==> config.mk <==
export PLATFORM = sky130hd
export DESIGN_NAME = mdio_single_ctrl
export DESIGN_NICKNAME = d
export VERILOG_FILES = /design/src/rtl/mdio_pkg.sv /design/src/rtl/mdio_clkgen.sv /design/src/rtl/mdio_regs.sv /design/src/rtl/mdio_frame_seq.sv /design/src/rtl/mdio_single_ctrl.sv
export SDC_FILE = /design/constraint.sdc
export NUM_CORES = 1
export LEC_CHECK = 0
export ABC_AREA = 1
export BUFFER_PORTS_ARGS = -buffer_cell sky130_fd_sc_hd__buf_4
export CORE_MARGIN = 8
export CORE_UTILIZATION = 52
export CTS_CLUSTER_SIZE = 24
export DETAILED_ROUTE_END_ITERATION = 12
export GPL_ROUTABILITY_DRIVEN = 1
export MAX_ROUTING_LAYER = met4
export PLACE_DENSITY = 0.75
export SLEW_MARGIN = 20
export SYNTH_ARGS = -nofsm -noshare
export SYNTH_HDL_FRONTEND = slang
export SYNTH_SLANG_ARGS = --single-unit
export TNS_END_PERCENT = 10
==> constraint.sdc <==
create_clock -name clk -period 4.9 [get_ports clk]
set_input_delay 0.245 -clock clk [delete_from_list [all_inputs] [get_ports clk]]
set_output_delay 0.245 -clock clk [all_outputs]
set_load 0.01 [all_outputs]
==> src/rtl/mdio_pkg.sv <==
package mdio_pkg;
  localparam int FRAME_BITS = 64;
  localparam int DATA_BITS  = 16;
  localparam int TA_FIRST   = 46;
  localparam int DATA_FIRST = FRAME_BITS - DATA_BITS;
  localparam int IDX_W      = $clog2(FRAME_BITS);

  localparam logic [1:0] OP_WRITE = 2'b01;
  localparam logic [1:0] OP_READ  = 2'b10;

  localparam int GO_BIT = 20;

  typedef enum logic [0:0] {SEQ_IDLE = 1'b0, SEQ_RUN = 1'b1} seq_state_e;

  typedef struct packed {
    logic [1:0] op;
    logic [1:0] phy;
    logic [4:0] regad;
  } mgmt_cmd_t;
endpackage

==> src/rtl/mdio_clkgen.sv <==
module mdio_clkgen #(
  parameter int HALF_DIV = 2
) (
  input  logic clk,
  input  logic rst_n,
  input  logic run,
  output logic mdc,
  output logic rise_tick,
  output logic fall_tick
);
  localparam int CW = $clog2(HALF_DIV + 1);
  localparam logic [CW-1:0] LAST = CW'(HALF_DIV - 1);

  logic [CW-1:0] cnt_q, cnt_d;
  logic          mdc_q, mdc_d;
  logic          wrap;

  assign wrap      = run && (cnt_q == LAST);
  assign rise_tick = wrap && !mdc_q;
  assign fall_tick = wrap && mdc_q;
  assign mdc       = mdc_q;

  always_comb begin
    cnt_d = cnt_q;
    mdc_d = mdc_q;
    if (!run) begin
      cnt_d = '0;
      mdc_d = 1'b0;
    end else if (wrap) begin
      cnt_d = '0;
      mdc_d = !mdc_q;
    end else begin
      cnt_d = cnt_q + 1'b1;
    end
  end

  always_ff @(posedge clk or negedge rst_n) begin
    if (!rst_n) begin
      cnt_q <= '0;
      mdc_q <= 1'b0;
    end else begin
      cnt_q <= cnt_d;
      mdc_q <= mdc_d;
    end
  end
endmodule

==> src/rtl/mdio_regs.sv <==
module mdio_regs
  import mdio_pkg::*;
(
  input  logic        clk,
  input  logic        rst_n,
  input  logic        bus_wr,
  input  logic        bus_sel,
  input  logic [31:0] bus_wdata,
  input  logic        seq_done,
  input  logic        rd_valid,
  input  logic [DATA_BITS-1:0] rd_value,
  output logic        go,
  output logic        start,
  output mgmt_cmd_t   cmd,
  output logic [DATA_BITS-1:0] wr_value,
  output logic [31:0] cmd_word,
  output logic [31:0] data_word
);
  logic                 go_q, go_d;
  logic                 start_q, start_d;
  mgmt_cmd_t            cmd_q, cmd_d;
  logic [DATA_BITS-1:0] wv_q, wv_d;
  logic [DATA_BITS-1:0] rv_q, rv_d;
  logic                 cmd_we, dat_we;

  assign cmd_we = bus_wr && !bus_sel && !go_q;
  assign dat_we = bus_wr &&  bus_sel && !go_q;

  always_comb begin
    go_d    = go_q;
    start_d = 1'b0;
    cmd_d   = cmd_q;
    wv_d    = wv_q;
    rv_d    = rv_q;
    if (cmd_we) begin
      cmd_d.op    = bus_wdata[17:16];
      cmd_d.phy   = bus_wdata[9:8];
      cmd_d.regad = bus_wdata[4:0];
      go_d        = bus_wdata[GO_BIT];
      start_d     = bus_wdata[GO_BIT];
    end
    if (dat_we) begin
      wv_d = bus_wdata[DATA_BITS-1:0];
    end
    if (seq_done) begin
      go_d = 1'b0;
    end
    if (rd_valid) begin
      rv_d = rd_value;
    end
  end

  always_ff @(posedge clk or negedge rst_n) begin
    if (!rst_n) begin
      go_q    <= 1'b0;
      start_q <= 1'b0;
      cmd_q   <= '{op: OP_WRITE, phy: 2'b00, regad: 5'd0};
      wv_q    <= '0;
      rv_q    <= '0;
    end else begin
      go_q    <= go_d;
      start_q <= start_d;
      cmd_q   <= cmd_d;
      wv_q    <= wv_d;
      rv_q    <= rv_d;
    end
  end

  assign go        = go_q;
  assign start     = start_q;
  assign cmd       = cmd_q;
  assign wr_value  = wv_q;
  assign cmd_word  = {11'd0, go_q, 2'b00, cmd_q.op, 6'd0, cmd_q.phy, 3'd0, cmd_q.regad};
  assign data_word = {rv_q, wv_q};
endmodule

==> src/rtl/mdio_frame_seq.sv <==
module mdio_frame_seq
  import mdio_pkg::*;
(
  input  logic        clk,
  input  logic        rst_n,
  input  logic        start,
  input  mgmt_cmd_t   cmd,
  input  logic [DATA_BITS-1:0] wr_value,
  input  logic        rise_tick,
  input  logic        fall_tick,
  input  logic        mdio_in,
  output logic        run,
  output logic        mdio_out,
  output logic        mdio_oe,
  output logic        done,
  output logic        rd_valid,
  output logic [DATA_BITS-1:0] rd_value
);
  localparam logic [IDX_W-1:0] IDX_LAST = IDX_W'(FRAME_BITS - 1);
  localparam logic [IDX_W-1:0] IDX_TA   = IDX_W'(TA_FIRST);
  localparam logic [IDX_W-1:0] IDX_DATA = IDX_W'(DATA_FIRST);

  seq_state_e             st_q, st_d;
  logic [FRAME_BITS-1:0]  sh_q, sh_d;
  logic [IDX_W-1:0]       idx_q, idx_d;
  logic                   rd_q, rd_d;
  logic                   oe_q, oe_d;
  logic                   done_q, done_d;
  logic                   rv_q, rv_d;
  logic [DATA_BITS-1:0]   cap_q, cap_d;
  logic                   op_ok;
  logic [1:0]             ta_bits;
  logic [FRAME_BITS-1:0]  frame;

  assign op_ok   = (cmd.op == OP_WRITE) || (cmd.op == OP_READ);
  assign ta_bits = (cmd.op == OP_WRITE) ? 2'b10 : 2'b00;
  assign frame   = {32'hFFFF_FFFF, 2'b01, cmd.op, 3'b000, cmd.phy, cmd.regad,
                    ta_bits, wr_value};

  always_comb begin
    st_d   = st_q;
    sh_d   = sh_q;
    idx_d  = idx_q;
    rd_d   = rd_q;
    oe_d   = oe_q;
    done_d = 1'b0;
    rv_d   = 1'b0;
    cap_d  = cap_q;
    case (st_q)
      SEQ_IDLE: begin
        if (start) begin
          if (op_ok) begin
            st_d  = SEQ_RUN;
            sh_d  = frame;
            idx_d = '0;
            rd_d  = (cmd.op == OP_READ);
            oe_d  = 1'b1;
          end else begin
            done_d = 1'b1;
          end
        end
      end
      SEQ_RUN: begin
        if (rise_tick && rd_q && (idx_q >= IDX_DATA)) begin
          cap_d = {cap_q[DATA_BITS-2:0], mdio_in};
        end
        if (fall_tick) begin
          if (idx_q == IDX_LAST) begin
            st_d   = SEQ_IDLE;
            oe_d   = 1'b0;
            done_d = 1'b1;
            rv_d   = rd_q;
          end else begin
            idx_d = idx_q + 1'b1;
            sh_d  = {sh_q[FRAME_BITS-2:0], 1'b0};
            oe_d  = !(rd_q && ((idx_q + 1'b1) >= IDX_TA));
          end
        end
      end
      default: st_d = SEQ_IDLE;
    endcase
  end

  always_ff @(posedge clk or negedge rst_n) begin
    if (!rst_n) begin
      st_q   <= SEQ_IDLE;
      sh_q   <= '0;
      idx_q  <= '0;
      rd_q   <= 1'b0;
      oe_q   <= 1'b0;
      done_q <= 1'b0;
      rv_q   <= 1'b0;
      cap_q  <= '0;
    end else begin
      st_q   <= st_d;
      sh_q   <= sh_d;
      idx_q  <= idx_d;
      rd_q   <= rd_d;
      oe_q   <= oe_d;
      done_q <= done_d;
      rv_q   <= rv_d;
      cap_q  <= cap_d;
    end
  end

  assign run      = (st_q == SEQ_RUN);
  assign mdio_out = sh_q[FRAME_BITS-1];
  assign mdio_oe  = oe_q;
  assign done     = done_q;
  assign rd_valid = rv_q;
  assign rd_value = cap_q;
endmodule

==> src/rtl/mdio_single_ctrl.sv <==
module mdio_single_ctrl
  import mdio_pkg::*;
#(
  parameter int HALF_DIV = 2
) (
  input  logic        clk,
  input  logic        rst_n,
  input  logic        bus_wr,
  input  logic        bus_sel,
  input  logic [31:0] bus_wdata,
  output logic [31:0] cmd_word,
  output logic [31:0] data_word,
  output logic        mdc,
  input  logic        mdio_in,
  output logic        mdio_out,
  output logic        mdio_oe
);
  logic [1:0] rst_sync_q;
  logic       rst_core_n;

  always_ff @(posedge clk or negedge rst_n) begin
    if (!rst_n) rst_sync_q <= 2'b00;
    else        rst_sync_q <= {rst_sync_q[0], 1'b1};
  end
  assign rst_core_n = rst_sync_q[1];

  logic                 go, start, seq_done, rd_valid, run;
  logic                 rise_tick, fall_tick;
  mgmt_cmd_t            cmd;
  logic [DATA_BITS-1:0] wr_value, rd_value;

  mdio_regs u_regs (
    .clk       (clk),
    .rst_n     (rst_core_n),
    .bus_wr    (bus_wr),
    .bus_sel   (bus_sel),
    .bus_wdata (bus_wdata),
    .seq_done  (seq_done),
    .rd_valid  (rd_valid),
    .rd_value  (rd_value),
    .go        (go),
    .start     (start),
    .cmd       (cmd),
    .wr_value  (wr_value),
    .cmd_word  (cmd_word),
    .data_word (data_word)
  );

  mdio_clkgen #(.HALF_DIV(HALF_DIV)) u_clk (
    .clk       (clk),
    .rst_n     (rst_core_n),
    .run       (run),
    .mdc       (mdc),
    .rise_tick (rise_tick),
    .fall_tick (fall_tick)
  );

  mdio_frame_seq u_seq (
    .clk       (clk),
    .rst_n     (rst_core_n),
    .start     (start && go),
    .cmd       (cmd),
    .wr_value  (wr_value),
    .rise_tick (rise_tick),
    .fall_tick (fall_tick),
    .mdio_in   (mdio_in),
    .run       (run),
    .mdio_out  (mdio_out),
    .mdio_oe   (mdio_oe),
    .done      (seq_done),
    .rd_valid  (rd_valid),
    .rd_value  (rd_value)
  );
endmodule

# After elaboration in Yosys (flattened, before gate mapping)
# Index checks and enable logic that the tools add are counted.
totals:
  output_inout_bits: 67
  regBits: 139
  elab_cells: 89
classes:
  reduce_logical: 21
  addsub: 2
  n_lt_le_gt_ge: 2
  n_eq_ne: 9
  bitwise: 1
  muxes: 36
op_table:
  columns: ["operator", "n"]
  rows:
  - ["$mux W64", 4]
  - ["$pmux W64 S2", 1]
  - ["$mux W6", 4]
  - ["$mux W1", 20]
  - ["$ge A6 B6 Y1 const B", 2]
  - ["$pmux W6 S2", 1]
  - ["$logic_and A1 B1 Y1", 11]
  - ["$add A6 B1 Y6 const B", 1]
  - ["$eq A6 B6 Y1 const B", 1]
  - ["$mux W2", 3]
  - ["$ne A2 B2 Y1 const B", 3]
  - ["$pmux W1 S2", 3]
  - ["$reduce_and A3 Y1", 2]
  - ["$eq A2 B1 Y1 const B", 2]
  - ["$logic_not A1 Y1", 4]
  - ["$ne A2 B1 Y1 const B", 2]
  - ["$reduce_and A4 Y1", 1]
  - ["$add A2 B1 Y2 const B", 1]
  - ["$eq A2 B2 Y1 const B", 1]
  - ["$reduce_and A2 Y1", 1]
  - ["$reduce_bool A2 Y1", 1]
  - ["$logic_or A1 B1 Y1", 1]
  - ["$not A1 Y1", 1]

# Longest topological paths before layout
# Gate-level depths: netlist of run 1.
logic_depth:
  word_depth: 7
  ltp_mapped: 10
  ltp_nobuf: 8

# By module
# Synthesis of run 1 repeated with hierarchy kept, for this count alone.
unflattened:
  cells_unflattened: 716
  hier_area_um2: 6313.6
modules_own_cells:
  columns: ["module", "cells_per_inst", "n_inst", "area_per_inst_um2"]
  rows:
  - ["mdio_frame_seq", 465, 1, 4017.6]
  - ["mdio_regs", 228, 1, 2099.5]
  - ["mdio_clkgen", 18, 1, 135.1]
  - ["mdio_single_ctrl", 5, 1, 61.3]

# Worst setup path after synthesis of run 1
# Ideal clock, no wire load.
synth_timing:
  path_type: "register -> register"
  startpoint: "reg u_regs.cmd_q, in the netlist u_regs.cmd[7]"
  endpoint: "reg u_seq.idx_q[3]"
  path_stages_with_launch: 9
  setup_ps: 117
  t_arrival_ps: 1617
  t_required_ps: 4783
  setup_slack_ps: 3166
  period_less_slack_ps: 1734
  cell_sequence: "dfstp_2 inv_1 ha_1 nor2_2 nor2_8 buf_6 buf_6 nand2_1 nand2_1"
synth_between:
  elab_chain_len: 4
synth_rtl:
  columns: ["element", "line", "rtl"]
  rows:
  - ["start: declaration", "mdio_regs.sv:21", "mgmt_cmd_t cmd_q, cmd_d;"]
  - ["start signal: assignment", "mdio_regs.sv:57", "cmd_q <= '{op: OP_WRITE, phy: 2'b00, regad: 5'd0};"]
  - ["start signal: assignment", "mdio_regs.sv:63", "cmd_q <= cmd_d;"]
  - ["$eq A2 B1 Y1 or $eq A2 B2 Y1 (tied branches)", "mdio_frame_seq.sv:35", "assign op_ok = (cmd.op == OP_WRITE) || (cmd.op == OP_READ);"]
  - ["$logic_or A1 B1 Y1 *", "mdio_frame_seq.sv:35", null]
  - ["$ne A2 B1 Y1 (no source line) *", null, null]
  - ["$reduce_and A4 Y1 (no source line) *", null, null]
  - ["end signal: assignment", "mdio_frame_seq.sv:97", "idx_q <= idx_d;"]
  - ["end: declaration", "mdio_frame_seq.sv:25", "logic [IDX_W-1:0] idx_q, idx_d;"]
# Mark *: on every way between the ends. The rest lies on a longest branch, timed or not.
# A chain may end at the register's enable or synchronous reset.

# Final worst setup path of run 1
layout_timing:
  startpoint: "reg u_seq.st_q (netlist: u_seq.run)"
  endpoint: "reg u_seq.sh_q[1]"
layout_between:
  elab_chain_len: 4
layout_rtl:
  columns: ["element", "line", "rtl"]
  rows:
  - ["start: declaration", "mdio_frame_seq.sv:23", "seq_state_e st_q, st_d;"]
  - ["start signal: assignment", "mdio_frame_seq.sv:95", "st_q <= st_d;"]
  - ["$logic_and A1 B1 Y1", "mdio_clkgen.sv:18", "assign wrap = run && (cnt_q == LAST);"]
  - ["$logic_and A1 B1 Y1", "mdio_clkgen.sv:20", "assign fall_tick = wrap && mdc_q;"]
  - ["$ne A2 B2 Y1 (no source line)", null, null]
  - ["$reduce_and A4 Y1 (no source line)", null, null]
  - ["end signal: assignment", "mdio_frame_seq.sv:87", "sh_q <= '0;"]
  - ["end signal: assignment", "mdio_frame_seq.sv:96", "sh_q <= sh_d;"]
  - ["end: declaration", "mdio_frame_seq.sv:24", "logic [FRAME_BITS-1:0] sh_q, sh_d;"]
# Parallel ways exist; a longest one is shown, timed or not.

==> results of run 1 <==
-- path summary, 6_finish.rpt --
check	from	depth (start not counted)	to	slack, ns
min	bus_wdata[11]	2	u_regs.wr_value[11]$_DFFE_PN0P_	0.06
max in group asynchronous	rst_sync_q[1]$_DFF_PN0_	1	u_regs.rv_q[8]$_DFFE_PN0P_	3.33
max reg2reg	u_seq.run$_DFF_PN0_	9	u_seq.sh_q[1]$_DFFE_PN0P_	2.14
min in group asynchronous	rst_n	2	rst_sync_q[0]$_DFF_PN0_	0.17
min reg2reg	rst_sync_q[0]$_DFF_PN0_	0	rst_sync_q[1]$_DFF_PN0_	0.35
max	u_seq.run$_DFF_PN0_	9	u_seq.sh_q[1]$_DFFE_PN0P_	2.14
-- metrics by stage --
stage | hold WS (ns) | std cells
6_report | 0.0592 | 785
3_5_place_dp | 0.0290 | 752
4_1_cts | 0.0440 | 785
2_1_floorplan | -0.0506 | 584
5_1_grt | 0.0467 | 785
3_3_place_gp | 0.0281 | 752
-- flip-flops by register name, summed over array words and instances, names as in the netlist --
signal and flops:
u_clk.mdc 1, u_seq.rd_value 16, u_regs.start 1, u_regs.cmd 9, u_seq.rd_q 1, u_regs.wr_value 16
u_seq.rd_valid 1, u_regs.go 1, u_seq.idx_q 6, u_seq.sh_q 64, rst_sync_q 2, u_seq.mdio_oe 1
u_seq.run 1, u_regs.rv_q 16, u_seq.done 1, u_clk.cnt_q 2
-- routing by layer --
layer	vias to the layer above	track usage, %
met2	95	25.4
met3	17	4.84
met1	1893	20.0
met4	0	7.15
li1	1904	-
met5	-	-
-- critical path, stage by stage, from the launching register on --
cell	delay, ns
dfrtp_1	0.40
buf_4	0.42
nand2_2	0.11
inv_2	0.09
nand2_4	0.07
nor2_8	0.63
nor2_8	0.29
buf_4	0.36
nand2_1	0.12
o21ai_0	0.09
-- synth_stat cells, types with 3 or more instances --
library cell	instances
o21ai_1	14
mux2_2	18
clkbuf_1	6
a21oi_1	14
a22oi_2	30
buf_6	7
ha_1	4
dfrtp_1	138
o21ai_0	44
nand3_1	12
buf_4	25
nand2_1	115
inv_2	3
inv_1	64
buf_2	9
nor2_2	3
nor2_1	17
mux2i_1	23
-- repair_timing --
action / in CTS / in global routing
hold endpoints to repair: 2 / 0
hold buffers: 1 / 0
setup endpoints to repair: 0 / 0
-- power groups by stage --
stage	sequential, mW	clock (mW)	combinational [mW]
after global placement	1.65	0	0.905
after floorplan	1.67	0	0.595
after detailed placement	1.66	0	0.940
after CTS	1.65	1.28	0.953
final	1.65	1.25	0.936
after global routing	1.69	1.33	1.06
-- final cells by class --
class	instances	area [µm²]
timing repair buffer	73	551
clock buffer	25	495
tap	143	179
inverter	67	251
sequential	139	3480
multi-input combinational	331	2010
clock inverter	7	87.6
fill	873	4260
-- logic make-up (layout without fill, tap and decap cells) --
kind of cell	Yosys count	count (layout)	share of synthesized area, %
and+or+nand+nor	158	158	11.4
DFF	139	139	58.0
buffers and inverters	114	172	9.76
AOI/OAI and AO/OA	104	104	12.5
muxes	41	41	7.21
adders and majority gates	4	4	0.834
other	2	23	0.125
xor gates and xnor gates	1	1	0.146
==> results.sh, run 1 <==
export IMPL_outcome="complete, no violations"
export IMPL_cts_inserted_buffers=17
export IMPL_htreeDepth=4
export IMPL_fmax_mhz=363
export IMPL_slew_viol_final=0
export IMPL_die_area_um2=15200
export IMPL_num_antenna_cells=0
export IMPL_cts_root_buf="clkbuf_16"
export IMPL_final_common_cell="dfrtp_1"
export IMPL_worst_slack_ns=2.14
export IMPL_hp_class="input port to flip-flop"
export IMPL_synth_warnings=0
export IMPL_dr_pass1_iters=4
export IMPL_vias=3909
export IMPL_fin_util_pct=62.4
export IMPL_die_h_um=123
export IMPL_async_flop_share_pct=100
export IMPL_comb_power_share_pct=24.3
export IMPL_finalSetupTns_ns=0
export IMPL_synth_seq_cells=139
export IMPL_grt_pass1_wl_mm=19.3
export IMPL_syn_to_final_growth_pct=17.7
export IMPL_drt_antenna_violating_nets=0
export IMPL_drive_gt1_share_pct=25.5
export IMPL_syn_area_um2=6000
export IMPL_leakage_nw=3.59
export IMPL_clock_sinks=139
export IMPL_worst_setup_path_type="flip-flop to flip-flop"
export IMPL_portBuffers=68
export IMPL_peakVddDrop_mv=0.438
export IMPL_drc=0
export IMPL_internal_power_mw=2.65
export IMPL_cts_setup_buffers=0
export IMPL_rsz0062_at_grt="false"
export IMPL_pre_cts_ws_ns=2.17
export IMPL_ctsResizeCount=0
export IMPL_wl_met2_mm=5.32
export IMPL_period_share_pct=56.3
export IMPL_final_cell_mix="137 x dfrtp_1, 115 x nand2_1, 72 x buf_4"
export IMPL_tightest_slew_ns=0.924
export IMPL_grt_max_degree=60
export IMPL_dp_hpwl_mm=7.37
export IMPL_crit_required_ns=5.18
export IMPL_synth_top_cell_by_area="dfrtp_1"
export IMPL_cp_max_fo=50
export IMPL_yosys_top_cells_area="dfrtp_1 58%, nand2_1 7.2%, a22oi_2 6.3%"
export IMPL_fin_area_um2=7060
export IMPL_finalPower_mw=3.84
export IMPL_io_pins=104
export IMPL_synth_cells=563
export IMPL_place_area_um2=6470
export IMPL_start_util_pct=53.0
export IMPL_core_area_um2=11300
export IMPL_die_x_um=123
export IMPL_nets=670
export IMPL_grt_overflow=0
export IMPL_wl_met3_um=597
export IMPL_fin_crit_ns=2.76
export IMPL_clkPwrFrac_pct=32.6
export IMPL_row_count=39
export IMPL_p_per_area_nw_per_um2=544
export IMPL_ys_seq_area_share_pct=58.0
export IMPL_sw_frac_of_total_pct=30.9
export IMPL_p_seq_share_pct=43.0
export IMPL_clkLatencyLatePin_ns=0.41
export IMPL_worst_endpoint_arrival_ns=3.03
export IMPL_grt_pass1_vias=4026
export IMPL_fin_skew_ns=0.00706
export IMPL_track_usage_pct=16.6
export IMPL_power_switching_mw=1.19
export IMPL_end_kind="flip-flop"
export IMPL_start_kind="flip-flop"
export IMPL_top_layer="met4"
export IMPL_clk_pin_slew_ns=0.06
export IMPL_ys_flop_type="dfrtp_1"
export IMPL_detail_route_vias_per_cell=4.98
export IMPL_maxCapViolations=0
export IMPL_hold_viol=0
export IMPL_ys_types=30
export IMPL_cts_tree="done"
export IMPL_wl_mm=11.1
export IMPL_drt_iter0_drc=176
export IMPL_drt_met1_wl_mm=5.02
export IMPL_synth_top_area_share_pct=57.5
export IMPL_setup_viol=0
export IMPL_route_detailed_wl_per_inst_um=14.2
export IMPL_clockBufferDepth=2
export IMPL_max_slew_margin_rel_pct=38.3
export IMPL_antenna_found_initial=0
export IMPL_synth_edf_count=0
export IMPL_place_congestion=0.740
export IMPL_syn_mean_instance_area_um2=10.7
Note: power is estimated with default switching activity, not from simulation.
==> run 2, diff against run 1 <==
- ABC_AREA: 1 -> 0
- clock period: 4.9 -> 2.8 ns (I/O delays scaled with it)
==> run 2 against run 1 <==
Effect of this change:
- global-route usage is 0.68 points higher
- sequential cell count unchanged
- clock power grew 93%
- power grew 96%
- clock-buffer cell count fell by 3
- critical path type unchanged
- highest routed layer unchanged
==> results.sh, run 2 <==
export IMPL_ff2ff_setup_slack_ns=0.70
export IMPL_hold_viol=0
export IMPL_wl_mm=11.6
export IMPL_period_share_pct=74.9
export IMPL_synth_cells=425
export IMPL_antenna_found_initial=0
export IMPL_use_met3_pct=4.14
export IMPL_synth_top_cell_by_area="dfrtp_1"
export IMPL_cpMaxStageDelayCell="dfstp_2"
export IMPL_r2r_start="u_regs.cmd[7]$_DFFE_PN1P_"
export IMPL_clkLatencyLatePin_ns=0.51
export IMPL_path_cells="inv_1 > ha_1 > o21ai_4 > buf_4 > o21ai_0"
export IMPL_end_kind="flip-flop"
export IMPL_cts_tree="done"
export IMPL_synth_common_cells="138 x dfrtp_1, 60 x mux2_2, 33 x o22a_1, 24 x buf_4, 23 x a21oi_1"
export IMPL_p_per_area_nw_per_um2=1050
export IMPL_timing_rr_end="u_seq.sh_q[0]$_DFFE_PN0P_"
export IMPL_fin_skew_ns=0.00812
export IMPL_clockBufferDepth=2
export IMPL_grt_overflow=0
export IMPL_syn_mean_instance_area_um2=13.6
export IMPL_portBuffers=68
export IMPL_die_h_um=121
export IMPL_worst_path_largest_cell_delay_ns=0.56
export IMPL_cp_top_family="compound AO/OA/AOI/OAI gates"
export IMPL_finalPower_mw=7.54
export IMPL_synth_seq_cells=139
export IMPL_syn_to_final_growth_pct=24.9
export IMPL_fmax_mhz=477
export IMPL_htreeDepth=4
export IMPL_grt_max_degree=54
export IMPL_worst_endpoint_arrival_ns=2.49
export IMPL_drc=0
export IMPL_maxCapViolations=0
export IMPL_row_count=38
export IMPL_pre_cts_ws_ns=0.714
export IMPL_synth_warnings=0
export IMPL_route_detailed_wl_per_inst_um=17.3
export IMPL_start_kind="flip-flop"
export IMPL_dp_hpwl_mm=7.30
export IMPL_num_antenna_cells=0
export IMPL_grt_pass1_vias=3951
export IMPL_fin_crit_ns=2.10
export IMPL_fillers=799
export IMPL_grt_pass1_wl_mm=19.8
export IMPL_drive_gt1_share_pct=33.9
export IMPL_min_path_cells=5
export IMPL_cts_inserted_buffers=17
export IMPL_worst_setup_path_type="flip-flop to flip-flop"
export IMPL_yosys_top_cells_area="dfrtp_1 60%, mux2_2 12%, o22a_1 5.0%"
export IMPL_async_flop_share_pct=100
export IMPL_clk_pin_slew_ns=0.06
export IMPL_multi_input_area_um2=2050
export IMPL_io_pins=104
export IMPL_clock_sinks=139
export IMPL_path_buf_inv=2
export IMPL_largest_reg_flops=64
export IMPL_synth_most_common_cell="dfrtp_1"
export IMPL_synth_edf_count=0
export IMPL_tightest_slew_ns=0.803
export IMPL_ff2ff_path_depth=5
export IMPL_setup_viol=0
export IMPL_ys_types=46
export IMPL_cts_root_buf="clkbuf_8"
export IMPL_ctsResizeCount=0
export IMPL_synth_top_area_share_pct=59.8
export IMPL_peakVddDrop_mv=0.675
export IMPL_crit_required_ns=3.19
export IMPL_syn_area_um2=5770
export IMPL_grt_most_used_layer="met2"
export IMPL_outcome="complete, no violations"
export IMPL_final_cell_mix="137 x dfrtp_1, 78 x buf_4, 60 x mux2_2"
export IMPL_slew_viol_final=0
export IMPL_start_util_pct=53.3
export IMPL_ys_flop_type="dfrtp_1"
export IMPL_leakage_nw=3.38
export IMPL_finalSetupTns_ns=0
export IMPL_met1_usage_pct=20.6
export IMPL_nets=559
export IMPL_drt_antenna_violating_nets=0
export IMPL_hp_class="input port to flip-flop"
export IMPL_drt_iter0_drc=238
export IMPL_die_x_um=121
export IMPL_fin_util_pct=66.6
export IMPL_dr_pass1_iters=4
export IMPL_core_area_um2=10800
export IMPL_final_common_cell="dfrtp_1"
export IMPL_regMostFlops="u_seq.sh_q"
export IMPL_rsz0062_at_grt="false"
export IMPL_detail_route_vias_per_cell=5.41
export IMPL_vias=3632
export IMPL_min_from="bus_sel"
export IMPL_min_to="u_regs.cmd[7]$_DFFE_PN1P_"
export IMPL_worst_slack_ns=0.703
export IMPL_seq_area_um2=3480
export IMPL_cp_max_fo=18
export IMPL_die_area_um2=14700
export IMPL_ys_seq_area_share_pct=60.3
export IMPL_max_slew_margin_rel_pct=46.3
export IMPL_track_usage_pct=17.2
export IMPL_globalRouteMet2Util_pct=28.1
export IMPL_place_congestion=0.770
export IMPL_cts_setup_buffers=0
## run 2: area by class of cell
class	count	area share (%)
multi-input combinational	253	28.4
clock buffer	22	6.28
timing repair buffer	102	11.7
clock inverter	10	2.64
tap	140	2.43
inverter	5	0.260
sequential	139	48.3
## run 2: power breakdown
group / internal [mW] / switching (mW)
registers: 2.70 / 0.533
clock network: 1.59 / 0.819
logic: 1.05 / 0.853
## run 2: worst min-delay path, cell delays in order
cell,delay [ns]
buf_4,0.09
nor3b_1,0.05
buf_4,0.19
nand2_1,0.08
o21ai_0,0.07
## run 2: layer usage
layer | up-vias | wire [µm] | part of all wire (%)
li1 | 1668 | - | -
met1 | 1863 | 5060 | 43
met2 | 85 | 5910 | 51
met3 | 16 | 484 | 4.2
met4 | 0 | 182 | 1.6
met5 | - | 0 | 0
## run 2: logic make-up after synthesis
group	after synthesis	synth area share [%]
AO/OA/AOI/OAI	80	10.4
flip-flops	139	60.3
adder cells (fa/ha/maj)	4	0.867
buffers and inverters	54	5.74
multiplexers	83	15.7
AND/OR/NAND/NOR	57	5.94
XOR/XNOR	6	0.910
other	2	0.130
## run 2: how the worst max path moves through the flow
stage / from / endpoint / cells past startpoint / slack, ns
6_report: u_regs.cmd[7]$_DFFE_PN1P_ / u_seq.sh_q[0]$_DFFE_PN0P_ / 5 / 0.70
2_1_floorplan: rst_sync_q[1]$_DFF_PN0_ / u_clk.cnt_q[0]$_DFF_PN0_ / 0 / 0.49
3_5_place_dp: u_regs.cmd[7]$_DFFE_PN1P_ / u_seq.sh_q[0]$_DFFE_PN0P_ / 5 / 0.71
5_1_grt: u_regs.cmd[7]$_DFFE_PN1P_ / u_seq.sh_q[0]$_DFFE_PN0P_ / 5 / 0.59
3_3_place_gp: u_regs.cmd[7]$_DFFE_PN1P_ / u_seq.sh_q[33]$_DFFE_PN0P_ / 5 / 0.77
4_1_cts: u_regs.cmd[7]$_DFFE_PN1P_ / u_seq.sh_q[0]$_DFFE_PN0P_ / 5 / 0.70
## run 2: per-stage QoR
step                instances  hold slack [ns]  instance area (µm²)
global route              671            0.157                 7210
detailed placement        617          -0.0744                 6350
global placement          617          -0.0770                 6350
finish                    671            0.132                 7210
floorplan                 446           -0.156                 5850
CTS                       671            0.110                 7210
## run 2: timing repair
item | 4_1_cts | 5_1_grt
endpoints found under the hold margin | 29 | 0
endpoints found under the setup margin | 0 | 0
hold buffers | 22 | 0
